<file path="src/rtl/mt_pkg.sv">
package mt_pkg;
  typedef enum logic [1:0] {
    IDX_CTRL  = 2'd0,
    IDX_COUNT = 2'd1,
    IDX_MATCH = 2'd2,
    IDX_NONE  = 2'd3
  } reg_idx_e;

  localparam int PRE_W = 10;

  // log2 of the prescaler divisor from the clock-select field
  function automatic logic [3:0] div_log2(input logic narrow, input logic [2:0] sel);
    if (!narrow && !sel[2]) return 4'd0;
    return 4'd3 + {1'b0, sel[1:0], 1'b0};
  endfunction
endpackage

</file>
<file path="src/rtl/mt_prescaler.sv">
module mt_prescaler #(
  parameter int PW = 10
) (
  input  logic       clk,
  input  logic       rst_n,
  input  logic       run,
  input  logic [3:0] dlog,
  output logic       tick
);
  logic [PW-1:0] pre_q, pre_d, limit;

  always_comb begin
    limit = (PW'(1) << dlog) - PW'(1);
    tick  = run && (pre_q >= limit);
    if (!run || tick) pre_d = '0;
    else              pre_d = pre_q + PW'(1);
  end

  always_ff @(posedge clk or negedge rst_n) begin
    if (!rst_n) pre_q <= '0;
    else        pre_q <= pre_d;
  end
endmodule

</file>
<file path="src/rtl/mt_counter.sv">
module mt_counter #(
  parameter int W = 16
) (
  input  logic         clk,
  input  logic         rst_n,
  input  logic         tick,
  input  logic         wrap_at_match,
  input  logic [W-1:0] match_val,
  input  logic         load_en,
  input  logic [W-1:0] load_val,
  output logic [W-1:0] count,
  output logic         hit_match,
  output logic         hit_wrap
);
  logic [W-1:0] cnt_d;
  logic         cnt_en;

  always_comb begin
    hit_match = tick && (count == match_val);
    hit_wrap  = tick && (&count) && !(hit_match && wrap_at_match);
    cnt_en    = load_en || tick;
    if (load_en)                         cnt_d = load_val;
    else if (hit_match && wrap_at_match) cnt_d = '0;
    else                                 cnt_d = count + W'(1);
  end

  always_ff @(posedge clk or negedge rst_n) begin
    if (!rst_n)      count <= '0;
    else if (cnt_en) count <= cnt_d;
  end
endmodule

</file>
<file path="src/rtl/mt_ctrl.sv">
module mt_ctrl #(
  parameter int W = 16
) (
  input  logic        clk,
  input  logic        rst_n,
  input  logic        wr,
  input  logic [15:0] wdata,
  input  logic        hit_match,
  input  logic        hit_wrap,
  output logic [15:0] ctrl_rd,
  output logic        ie,
  output logic [3:0]  dlog,
  output logic        periodic,
  output logic        flag_m,
  output logic        flag_w
);
  import mt_pkg::*;

  localparam bit          NARROW = (W == 16);
  localparam logic [15:0] WMASK  = NARROW ? 16'h0043 : 16'h01B7;
  localparam int          FM_BIT = NARROW ? 7 : 15;
  localparam int          FW_BIT = 14;

  logic [15:0] field_q, field_d;
  logic        fm_d, fw_d;

  always_comb begin
    field_d = wr ? (wdata & WMASK) : field_q;
    fm_d    = hit_match || (flag_m && !(wr && !wdata[FM_BIT]));
    fw_d    = NARROW ? 1'b0 : (hit_wrap || (flag_w && !(wr && !wdata[FW_BIT])));
  end

  always_ff @(posedge clk or negedge rst_n) begin
    if (!rst_n) begin
      field_q <= '0;
      flag_m  <= 1'b0;
      flag_w  <= 1'b0;
    end else begin
      field_q <= field_d;
      flag_m  <= fm_d;
      flag_w  <= fw_d;
    end
  end

  always_comb begin
    ctrl_rd  = field_q | (16'(flag_m) << FM_BIT) | (16'(flag_w) << FW_BIT);
    ie       = NARROW ? field_q[6] : (|field_q[5:4]);
    dlog     = div_log2(NARROW, NARROW ? {1'b1, field_q[1:0]} : field_q[2:0]);
    periodic = NARROW ? 1'b1 : field_q[8];
  end
endmodule

</file>
<file path="src/rtl/match_timer_chan.sv">
module match_timer_chan #(
  parameter int CNT_W  = 16,
  parameter int CH_BIT = 0,
  parameter int ADDR_W = 4
) (
  input  logic              clk,
  input  logic              rst_n,
  input  logic              chan_sel,
  input  logic              start_sel,
  input  logic              wr_en,
  input  logic [ADDR_W-1:0] addr,
  input  logic [CNT_W-1:0]  wdata,
  output logic [CNT_W-1:0]  rdata,
  output logic              irq
);
  import mt_pkg::*;

  localparam bit NARROW = (CNT_W == 16);
  localparam int SHIFT  = NARROW ? 1 : 2;

  logic [ADDR_W-1:0] word;
  reg_idx_e          idx;
  logic              wr_ctrl, wr_cnt, wr_cmp, wr_run;
  logic              run_q;
  logic [CNT_W-1:0]  cmp_q, count;
  logic              tick, hit_match, hit_wrap;
  logic [15:0]       ctrl_rd;
  logic              ie, periodic, flag_m, flag_w;
  logic [3:0]        dlog;

  always_comb begin
    word    = addr >> SHIFT;
    idx     = (word > ADDR_W'(2)) ? IDX_NONE : reg_idx_e'(word[1:0]);
    wr_ctrl = chan_sel && wr_en && (idx == IDX_CTRL);
    wr_cnt  = chan_sel && wr_en && (idx == IDX_COUNT);
    wr_cmp  = chan_sel && wr_en && (idx == IDX_MATCH);
    wr_run  = start_sel && wr_en;
  end

  always_ff @(posedge clk or negedge rst_n) begin
    if (!rst_n) begin
      run_q <= 1'b0;
      cmp_q <= '1;
    end else begin
      if (wr_run) run_q <= wdata[CH_BIT];
      if (wr_cmp) cmp_q <= wdata;
    end
  end

  mt_prescaler #(.PW(PRE_W)) u_pre (
    .clk(clk), .rst_n(rst_n), .run(run_q), .dlog(dlog), .tick(tick)
  );

  mt_counter #(.W(CNT_W)) u_cnt (
    .clk(clk), .rst_n(rst_n), .tick(tick), .wrap_at_match(periodic),
    .match_val(cmp_q), .load_en(wr_cnt), .load_val(wdata),
    .count(count), .hit_match(hit_match), .hit_wrap(hit_wrap)
  );

  mt_ctrl #(.W(CNT_W)) u_ctrl (
    .clk(clk), .rst_n(rst_n), .wr(wr_ctrl), .wdata(wdata[15:0]),
    .hit_match(hit_match), .hit_wrap(hit_wrap), .ctrl_rd(ctrl_rd),
    .ie(ie), .dlog(dlog), .periodic(periodic), .flag_m(flag_m), .flag_w(flag_w)
  );

  always_comb begin
    rdata = '0;
    if (start_sel) rdata = CNT_W'(run_q) << CH_BIT;
    else if (chan_sel) begin
      case (idx)
        IDX_CTRL:  rdata = CNT_W'(ctrl_rd);
        IDX_COUNT: rdata = count;
        IDX_MATCH: rdata = cmp_q;
        default:   rdata = '0;
      endcase
    end
    irq = ie && (flag_m || flag_w);
  end
endmodule

</file>
<file path="config.mk">
export PLATFORM = sky130hd
export DESIGN_NAME = match_timer_chan
export DESIGN_NICKNAME = d
export VERILOG_FILES = /design/src/rtl/mt_pkg.sv /design/src/rtl/mt_prescaler.sv /design/src/rtl/mt_counter.sv /design/src/rtl/mt_ctrl.sv /design/src/rtl/match_timer_chan.sv
export SDC_FILE = /design/constraint.sdc
export NUM_CORES = 1
export LEC_CHECK = 0
export ABC_AREA = 1
export ABC_CLOCK_PERIOD_IN_PS = 4300
export BUFFER_PORTS_ARGS = -buffer_cell sky130_fd_sc_hd__buf_2
export CAP_MARGIN = 20
export CELL_PAD_IN_SITES_DETAIL_PLACEMENT = 1
export CELL_PAD_IN_SITES_GLOBAL_PLACEMENT = 1
export CORE_ASPECT_RATIO = 1.5
export CORE_MARGIN = 1.5
export CORE_UTILIZATION = 30
export CTS_CLUSTER_SIZE = 30
export DETAILED_ROUTE_END_ITERATION = 7
export GPL_ROUTABILITY_DRIVEN = 1
export HOLD_SLACK_MARGIN = 0.08
export PLACE_DENSITY_LB_ADDON = 0.1
export RECOVER_POWER = 50
export SLEW_MARGIN = 20
export SYNTH_ARGS = -nofsm -noshare
export SYNTH_HDL_FRONTEND = slang
export SYNTH_SLANG_ARGS = --single-unit
</file>
<file path="constraint.sdc">
create_clock -name clk -period 4.3 [get_ports clk]
set_clock_uncertainty 0.2 [all_clocks]
set_input_delay 0.43 -clock clk [delete_from_list [all_inputs] [get_ports clk]]
set_output_delay 0.43 -clock clk [all_outputs]
set_load 0.05 [all_outputs]
</file>
==> run summary, run 1 <==
• **maximum fanout count along the critical path** 18
• **cell types with the largest area share after synthesis** dfrtp_1 (23%), nand2_1 (20%), dfstp_2 (12%), inv_1 (8.9%), nor2_1 (5.4%)
• **Setup Crit Path Kind** register to register
• **post-layout utilization of the core** 35.04%
• **HPWL reported at the end of detailed placement** 7.824 mm
• **fmax** 350.7 MHz
• **largest stage delay on the critical path** 590 ps
• **RD Place Congestion** 0.8323
• **growth of design area from synthesis to finish** 14.20%
• **post-route clock period utilization** 66.31%
• **root buffer selected by CTS** clkbuf_16
• **number of enable-type register cells in the synthesized netlist** 0
• **die area** 0.01197 mm²
• **number of cells traversed by the worst register-to-register path** 10
• **top post-synthesis cells by count** nand2_1 (182), inv_1 (80), nor2_1 (49)
• **final total negative setup slack** 0 ps
• **power density normalized to cell area** 417.7 mW/mm²
• **core area** 0.01106 mm²
• **RR Endpoint** u_cnt.count[15]$_DFFE_PN0P_
• **Yosys reg bits** 47
• **leakage power of the design** 2.090 nW
• **total of buffers placed on input and output ports** 40
• **maximum number of pins on one net before global-route repair** 33
• **worst-skew pair later-pin latency** 300 ps
• **First-pass DRT Iterations** 4
• **post-route insts no fill** 702
• **Primary FF master, synth** dfrtp_1
• **Tightest Pin Transition** 1201 ps
• **Slew Limit Fails** 0
• **clock tree buffer depth** 2
• **Hold Fails Final Rpt** 0
• **Critical Path RT** 4290 ps
• **cell occurring most often along the worst timing path** nand2_1
• **number of global-route vias before repair** 3,549
• **DR WL/cell** 15.04 µm
• **Non-Filler Cell Area, Final** 0.003874 mm²
• **worst hold path stage count** 2
• **die outline width** 89.82 µm
• **final hold slack** 159.6 ps
• **Total Routed Length** 10.56 mm
• **H-Tree Depth** 2
• **Setup violations, final** 0
• **Netlist Area Pre-Place** 0.003392 mm²
• **Tmin final** 2851 ps
• **Final nets** 588
• **internal reg-to-reg setup slack** 1450 ps
• **Net Count, Synth** 555
• **wire length of the first global-routing pass** 17.74 mm
• **total number of vias** 3,325
• **post-CTS setup buffers** 0
• **number of distinct library cell variants in the gate-level netlist after synthesis** 32
• **total power draw** 1.618 mW
• **Worst Hold Class** input pin to register
• **drt initial violations** 98
• **R2R Path Start** u_ctrl.field_q[1]$_DFFE_PN0P_
• **number of placement rows** 47
• **ratio of cells with drive above 1 in the final layout** 14.41%
• **category of the worst setup path capture point** register
• **Diodes inserted** 0
• **Max Cap Violations** 0
• **Slew headroom** 19.93%
• **clock slew at reported path FFs** 70 ps
• **remaining antenna violation count** 0
• **end of the worst hold path** run_q$_DFFE_PN0P_
• **CTS tree** built
• **total global routing overflow** 0
• **Hold Path Origin** wr_en
• **post-route setup slack** 1449 ps
• **die height** 133.2 µm
• **gate count after technology mapping** 521
• **critical path launch point type** register
• **Mapped Avg Cell Area** 6.511 µm²
• **placement-stage worst setup slack** 1504 ps
• **cell type with the largest total area after synthesis** dfrtp_1
• **sequence of cells on the critical path** nand2_1 > ha_1 > nand2_1 > inv_1 > a21oi_1 > nand3_2 > nand2_1 > clkinv_2 > nand4_1 > nand2_1
• **fraction of synthesis flops using an asynchronous set or reset pin** 100.0%
• **proportion of synthesized chip area in sequential cells** 35.26%
• **remaining routing DRC violations** 0
• **number of clock buffers inserted by TritonCTS** 5
• **effective utilization at floorplan** 30.68%
• **Critical-path top delay cell** nand2_1
• **Warnings, synthesis** 0
• **status** finished clean
• **via count normalized by instance count** 4.736
• **Placed Cells** 692
• **Total Routing Usage GR** 18.82%
• **most frequent cell after synthesis** nand2_1
• **Clock Sink Count** 47
• **area after detailed placement** 0.003676 mm²
• **data arrival time at the worst-slack endpoint** 2840 ps
• **Peak VDD IR** 156.5 µV
• **setup repair after global routing missed its margin** no
• **io pins** 42
• **initial antenna violation count** 0
• **Synth top area share** 22.87%
==> critical path, delay by kind of cell, from the launching register on <==
kind                       cells  cell delay, ps
AOI/OAI and AO/OA              1             160
adders and majority gates      1             280
buffers and inverters          2             480
DFF                            1             490
and+or+nand+nor                6            1110
==> sequential cells by signal, indices dropped and copies added, names as in the netlist <==
register        cells
u_ctrl.field_q      3
run_q               1
u_ctrl.flag_m       1
u_pre.pre_q        10
cmp_q              16
u_cnt.count        16
==> area by class of cell <==
type	count	area [µm²]
fillers	1492	7182
multi-input cells	370	1743
flip-flops and latches	47	1196
inverters	85	320.3
repair buffers	45	256.5
well taps	147	183.9
clock buffers	6	138.9
clock inverters	2	35.03
==> timing repair <==
item	CTS	global route
resized for setup	0	0
hold endpoints to repair	12	0
hold buffers	1	0
endpoints found under the setup margin	0	0
==> worst max path at each step <==
stage                                        startpoint                          end  slack [ps]  depth (start not counted)
after global placement                          addr[3]         cmp_q[9]$_DFFE_PN1P_        1510                          7
final                     u_ctrl.field_q[1]$_DFFE_PN0P_  u_cnt.count[15]$_DFFE_PN0P_        1450                         10
after global routing      u_ctrl.field_q[1]$_DFFE_PN0P_  u_cnt.count[15]$_DFFE_PN0P_        1090                         10
after floorplan                                 addr[3]                    rdata[10]        1780                          6
after detailed placement                        addr[3]         cmp_q[9]$_DFFE_PN1P_        1500                          7
after CTS                                       addr[3]                     rdata[2]        1680                          7
==> report_power, final <==
group          leakage, nW  internal, mW  switching [mW]  total [mW]
Combinational         1.43         0.165           0.286       0.451
Clock               0.0868         0.290           0.180       0.470
Sequential           0.571         0.560           0.136       0.697
Total                 2.09          1.01           0.603        1.62
==> layout by cell type (no fill, tap or decap), drive strengths merged <==
cell type / synthesis / final
nand3: 33 / 33
ha: 9 / 9
dfstp: 16 / 16
inv: 82 / 82
nand4: 22 / 22
dfrtp: 31 / 31
mux2: 1 / 1
conb: 1 / 1
nor2: 56 / 56
o221ai: 4 / 4
o21ai: 14 / 14
xor2: 8 / 8
a31oi: 2 / 2
bufinv: 0 / 1
nor3: 3 / 3
dlygate4sd3: 0 / 1
clkbuf: 5 / 9
buf: 14 / 41
nor3b: 1 / 1
nand2: 185 / 185
xnor2: 1 / 1
a21oi: 30 / 30
clkinv: 3 / 4
==> routing by layer <==
layer | GRT usage, % | share of wire, %
met5 | 0 | 0
met4 | 4.762 | 1.2
met3 | 2.055 | 1.8
met2 | 38.93 | 58
met1 | 19.68 | 39
==> cell families (layout without fill, tap and decap cells) <==
group / after synthesis / in the layout / synth area share [%]
AND/OR/NAND/NOR: 300 / 300 / 37.59
XOR/XNOR: 9 / 9 / 2.324
multiplexers: 1 / 1 / 0.3320
AO/OA/AOI/OAI: 50 / 50 / 8.004
other: 1 / 1 / 0.1106
adder cells (fa/ha/maj): 9 / 9 / 3.320
flip-flops: 47 / 47 / 35.26
buffers and inverters: 104 / 138 / 13.06
(Power assumes the default switching activity.)
==> run 2: changes to the inputs <==
Settings changed: ABC_CLOCK_PERIOD_IN_PS 4300 to 2400.
Clock period 4.3 ns to 2.4 ns, I/O delays scaled along.
==> run summary, run 2 (synthesis gave the netlist of run 1 again) <==
• **initial antenna violation count** 0, unchanged
• **data arrival time at the worst-slack endpoint** 1850 ps, was 2840 ps
• **number of placement rows** 47, unchanged
• **most common cell after layout, fill and taps aside** nand2_1, unchanged
• **die height** 133.2 µm, unchanged
• **Peak VDD IR** 327.9 µV, was 156.5 µV
• **highest-count cells in the layout ignoring fill and taps** nand2_1 (182), inv_1 (80), nor2_1 (49), was nand2_1 (183), inv_1 (80), nor2_1 (50)
• **clock slew at reported path FFs** 70 ps, about the same
• **via count normalized by instance count** 4.691, was 4.736
• **core area** 0.01106 mm², unchanged
• **Worst Hold Class** register to register, was input pin to register
• **post-route clock period utilization** 95.41%
• **die area** 0.01197 mm², unchanged
• **H-Tree Depth** 2, unchanged
• **final total negative setup slack** 0 ps, unchanged
• **growth of design area from synthesis to finish** 21.10%, was 14.20%
• **Setup Crit Path Kind** input pin to output pin, was register to register
• **Total Routed Length** 10.72 mm, was 10.56 mm
• **maximum fanout count along the critical path** 12, was 18
• **total of buffers placed on input and output ports** 40, unchanged
• **sequence of cells on the critical path** dlygate4sd3_1 > buf_2 > inv_1 > nand2_1 > buf_4 > a21oi_1 > clkbuf_4, was nand2_1 > ha_1 > nand2_1 > inv_1 > a21oi_1 > nand3_2 > nand2_1 > clkinv_2 > nand4_1 > nand2_1
• **post-CTS setup buffers** 0, unchanged
• **die outline width** 89.82 µm, unchanged
• **total power draw** 3.026 mW, was 1.618 mW
• **ratio of cells with drive above 1 in the final layout** 15.00%, was 14.41%
• **critical path launch point type** input pin, was register
• **Setup violations, final** 0, unchanged
• **effective utilization at floorplan** 30.68%, unchanged
• **power density normalized to cell area** 736.7 mW/mm², was 417.7 mW/mm²
• **setup repair after global routing missed its margin** no, unchanged
• **total number of vias** 3,410, was 3,325
• **Slew Limit Fails** 0, unchanged
• **remaining antenna violation count** 0, unchanged
• **Tightest Pin Transition** 1309 ps, was 1201 ps
• **io pins** 42, unchanged
• **worst-skew pair later-pin latency** 300 ps, about the same
• **DR WL/cell** 14.74 µm, was 15.04 µm
• **Total Routing Usage GR** 19.34%, was 18.82%
• **Diodes inserted** 0, unchanged
• **number of global-route vias before repair** 3,686, was 3,549
• **RD Place Congestion** 0.8283, was 0.8323
• **Critical-path top delay cell** dlygate4sd3_1, was nand2_1
• **worst hold path stage count** 1, was 2
• **number of clock buffers inserted by TritonCTS** 5, unchanged
• **Critical Path RT** 1960 ps, was 4290 ps
• **wire length of the first global-routing pass** 18.37 mm, was 17.74 mm
• **Final nets** 613, was 588
• **fmax** 436.7 MHz
• **Max Cap Violations** 0, unchanged
• **post-route setup slack** 110.1 ps, was 1449 ps
• **First-pass DRT Iterations** 4, unchanged
• **remaining routing DRC violations** 0, unchanged
• **placement-stage worst setup slack** 189.6 ps, was 1504 ps
• **largest stage delay on the critical path** 540 ps, was 590 ps
• **CTS tree** built, unchanged
• **drt initial violations** 101, was 98
• **category of the worst setup path capture point** output pin, was register
• **Top Registers** cmp_q (16), u_cnt.count (16), u_pre.pre_q (10), unchanged
• **HPWL reported at the end of detailed placement** 7.941 mm, was 7.824 mm
• **Slew headroom** 12.77%, was 19.93%
• **clock tree buffer depth** 2, unchanged
• **leakage power of the design** 2.193 nW, was 2.090 nW
• **root buffer selected by CTS** clkbuf_16, unchanged
• **status** finished clean, unchanged
• **number of cells traversed by the worst register-to-register path** 10, unchanged
• **Clock Sink Count** 47, unchanged
• **Tmin final** 2290 ps
• **Hold Fails Final Rpt** 0, unchanged
• **total global routing overflow** 0, unchanged
• **maximum number of pins on one net before global-route repair** 48, was 33
-- run 2: cell types whose count changed in the layout (fill, tap and decap cells not counted), moves of 2 or more --
| cell | delta |
|---|---|
| dlygate4sd3_1 | +18 |
| buf_4 | +3 |
| clkbuf_1 | +2 |
| clkbuf_2 | +2 |
-- run 2: layout make-up --
| cell class | instances | area, µm² |
|---|---|---|
| fillers | 1518 | 6948 |
| multi-input cells | 370 | 1758 |
| flip-flops and latches | 47 | 1196 |
| repair buffers | 70 | 456.7 |
| inverters | 85 | 320.3 |
| well taps | 147 | 183.9 |
| clock buffers | 5 | 125.1 |
| clock inverters | 3 | 67.56 |
-- run 2: stage by stage --
| stage | hold WS, ps | instances | utilization [%] | cell area (µm²) |
|---|---|---|---|---|
| after CTS | 286.8 | 727 | 37.26 | 4119 |
| after global placement | 209.9 | 700 | 33.79 | 3736 |
| final | 278.6 | 727 | 37.15 | 4108 |
| after floorplan | -255.6 | 521 | - | 3392 |
| after detailed placement | 214.7 | 700 | 33.79 | 3736 |
| after global routing | 303.8 | 727 | 37.15 | 4108 |
-- run 2: report_power, final --
part | switching (mW) | internal, mW
sequential | 0.251 | 1.00
clock | 0.336 | 0.598
combinational | 0.519 | 0.320
total | 1.11 | 1.92
-- run 2: worst max-delay path: cells and delay by family --
kind | cells | cell delay [ps]
AND/OR/NAND/NOR | 1 | 70
AO/OA/AOI/OAI | 1 | 220
buffers and inverters | 5 | 1320
-- run 2: worst paths after layout --
check                                                    from                           to  slack, ps
worst max-delay path                                start_sel                     rdata[2]        110
worst min-delay path                 u_pre.pre_q[0]$_DFF_PN0_     u_pre.pre_q[0]$_DFF_PN0_        280
worst max register to register  u_ctrl.field_q[1]$_DFFE_PN0P_   u_cnt.count[4]$_DFFE_PN0P_        250
worst min register to register       u_pre.pre_q[0]$_DFF_PN0_     u_pre.pre_q[0]$_DFF_PN0_        280
max in group asynchronous                               rst_n  u_cnt.count[15]$_DFFE_PN0P_        550
min in group asynchronous                               rst_n     u_pre.pre_q[4]$_DFF_PN0_        660
-- run 2: what timing repair did --
item	CTS	global route
endpoints found under the setup margin	0	2
hold buffers	19	0
endpoints found under the hold margin	65	0
gates resized for setup	0	2
-- run 2: routing by layer --
layer | GRT usage [%] | share of wire [%]
met1 | 21.03 | 40
met2 | 38.59 | 57
met3 | 1.998 | 1.4
met4 | 5.996 | 1.7
met5 | 0 | 0
==> run 3: changes to the inputs <==
Settings changed: CORE_MARGIN 1.5 to 2, GPL_TIMING_DRIVEN set to 1.
==> run summary, run 3 (synthesis gave the netlist of run 1 again) <==
• **status** finished, violations left, was finished clean
• **violated checks** max-capacitance violations, max-slew violations
• **H-Tree Depth** 2, unchanged
• **Setup violations, final** 0, unchanged
• **die height** 134.2 µm, was 133.2 µm
• **ratio of cells with drive above 1 in the final layout** 15.32%, was 15.00%
• **Tmin final** 2161 ps, was 2290 ps
• **setup repair after global routing missed its margin** no, unchanged
• **root buffer selected by CTS** clkbuf_16, unchanged
• **Diodes inserted** 0, unchanged
• **Top Registers** cmp_q (16), u_cnt.count (16), u_pre.pre_q (10), unchanged
• **via count normalized by instance count** 4.755, was 4.691
• **First-pass DRT Iterations** 4, unchanged
• **Hold Fails Final Rpt** 0, unchanged
• **end of the worst hold path** u_pre.pre_q[0]$_DFF_PN0_, unchanged
• **number of cells traversed by the worst register-to-register path** 10, unchanged
• **R2R Path Start** u_ctrl.field_q[1]$_DFFE_PN0P_, unchanged
• **fmax** 462.7 MHz, was 436.7 MHz
• **io pins** 42, unchanged
• **number of clock buffers inserted by TritonCTS** 5, unchanged
• **maximum fanout count along the critical path** 16, was 12
• **post-route clock period utilization** 90.06%, was 95.41%
• **number of global-route vias before repair** 3,706, was 3,686
• **drt initial violations** 94, was 101
• **number of fill cells** 1,499, was 1,518
• **Max Cap Violations** 1, was 0
• **final total negative setup slack** 0 ps, unchanged
• **Total Routing Usage GR** 19.08%, was 19.34%
• **RD Place Congestion** 0.8293, was 0.8283
• **total global routing overflow** 0, unchanged
• **DR WL/cell** 15.01 µm, was 14.74 µm
• **Slew headroom** -0.01292%, was 12.77%
• **effective utilization at floorplan** 30.68%, unchanged
• **post-CTS setup buffers** 0, unchanged
• **remaining antenna violation count** 0, unchanged
• **internal reg-to-reg setup slack** 240 ps, was 250 ps
• **total of buffers placed on input and output ports** 40, unchanged
• **die area** 0.01219 mm², was 0.01197 mm²
• **data arrival time at the worst-slack endpoint** 2150 ps, was 1850 ps
• **Tightest Pin Transition** 1500 ps, was 1309 ps
• **category of the worst setup path capture point** register, was output pin
• **number of placement rows** 47, unchanged
• **Peak VDD IR** 281.2 µV, was 327.9 µV
• **core area** 0.01106 mm², unchanged
• **Hold Path Origin** u_pre.pre_q[0]$_DFF_PN0_, unchanged
• **total number of vias** 3,462, was 3,410
• **die outline width** 90.82 µm, was 89.82 µm
• **post-route setup slack** 238.7 ps, was 110.1 ps
• **Slew Limit Fails** 22, was 0
• **critical path launch point type** register, was input pin
• **clock tree buffer depth** 2, unchanged
• **Critical Path RT** 2390 ps, was 1960 ps
• **Worst Hold Class** register to register, unchanged
• **Clock Sink Count** 47, unchanged
• **Setup Crit Path Kind** register to register, was input pin to output pin
• **RR Endpoint** u_cnt.count[13]$_DFFE_PN0P_, was u_cnt.count[4]$_DFFE_PN0P_
• **Total Routed Length** 10.93 mm, was 10.72 mm
• **power density normalized to cell area** 690.7 mW/mm², was 736.7 mW/mm²
• **placement-stage worst setup slack** 115.0 ps, was 189.6 ps
• **Final nets** 614, was 613
• **initial antenna violation count** 0, unchanged
• **clock slew at reported path FFs** 70 ps, about the same
• **growth of design area from synthesis to finish** 21.32%, was 21.10%
• **maximum number of pins on one net before global-route repair** 33, was 48
• **remaining routing DRC violations** 0, unchanged
• **worst-skew pair later-pin latency** 300 ps, about the same
• **HPWL reported at the end of detailed placement** 8.152 mm, was 7.941 mm
• **CTS tree** built, unchanged
• **most common cell after layout, fill and taps aside** nand2_1, unchanged
• **worst hold path stage count** 1, unchanged
• **wire length of the first global-routing pass** 18.46 mm, was 18.37 mm
• **highest-count cells in the layout ignoring fill and taps** nand2_1 (182), inv_1 (80), nor2_1 (49), unchanged
• **leakage power of the design** 2.204 nW, was 2.193 nW
run 3: how the worst max path moves through the flow:
| stage | startpoint | end | cells after the start |
|---|---|---|---|
| after floorplan | addr[3] | rdata[10] | 6 |
| after global placement | u_ctrl.field_q[1]$_DFFE_PN0P_ | u_pre.pre_q[5]$_DFF_PN0_ | 9 |
| after detailed placement | u_ctrl.field_q[1]$_DFFE_PN0P_ | u_pre.pre_q[5]$_DFF_PN0_ | 9 |
| after CTS | u_ctrl.field_q[1]$_DFFE_PN0P_ | u_pre.pre_q[5]$_DFF_PN0_ | 9 |
| after global routing | u_ctrl.field_q[1]$_DFFE_PN0P_ | u_cnt.count[14]$_DFFE_PN0P_ | 10 |
| final | u_ctrl.field_q[1]$_DFFE_PN0P_ | u_cnt.count[13]$_DFFE_PN0P_ | 10 |
run 3: repair_timing:
| action | 4_1_cts | 5_1_grt |
|---|---|---|
| gates resized for setup | 0 | 1 |
| hold buffers | 19 | 0 |
| setup endpoints to repair | 0 | 1 |
| endpoints found under the hold margin | 50 | 0 |
run 3: where the power goes:
part           switching (mW)  total, mW  internal (mW)  leakage (nW)
registers               0.253       1.26           1.00         0.571
clock network           0.330      0.744          0.415        0.0739
logic                   0.516      0.843          0.326          1.56
run 3: final cells by class:
cell class              count  area, µm²  area share [%]
multi-input cells         370       1758           42.72
flip-flops and latches     47       1196           29.07
repair buffers             71      509.2           12.37
inverters                  85      320.3           7.784
well taps                 147      183.9           4.469
clock buffers               7      142.6           3.466
clock inverters             1      5.005          0.1216
run 3: critical path: stages, from the launching register on:
cell      delay [ps]
dfrtp_1          490
nand2_1           90
ha_1             280
nand2_1           90
inv_1             50
a21oi_1          170
nand3_2          150
nand2_4          110
clkinv_2         220
nand4_1          150
nand2_1           70
run 3: metal layers:
metal / vias up / part of all wire (%) / global-route usage [%]
met1: 1683 / 41 / 21.51
met3: 12 / 1.6 / 2.022
met4: 0 / 1.5 / 5.219
met2: 31 / 56 / 37.52
met5: - / 0 / 0
li1: 1736 / - / -
run 3: metrics by stage:
step	hold WS (ps)	cells	power (mW)	area (µm²)	utilization, %
2_1_floorplan	-255.6	521	1.843	3392	-
3_3_place_gp	90.43	700	2.066	3749	33.91
3_5_place_dp	94.29	700	2.104	3749	33.91
4_1_cts	262.8	727	2.897	4086	36.96
5_1_grt	311.7	728	3.074	4115	37.22
6_report	262.5	728	2.843	4115	37.22
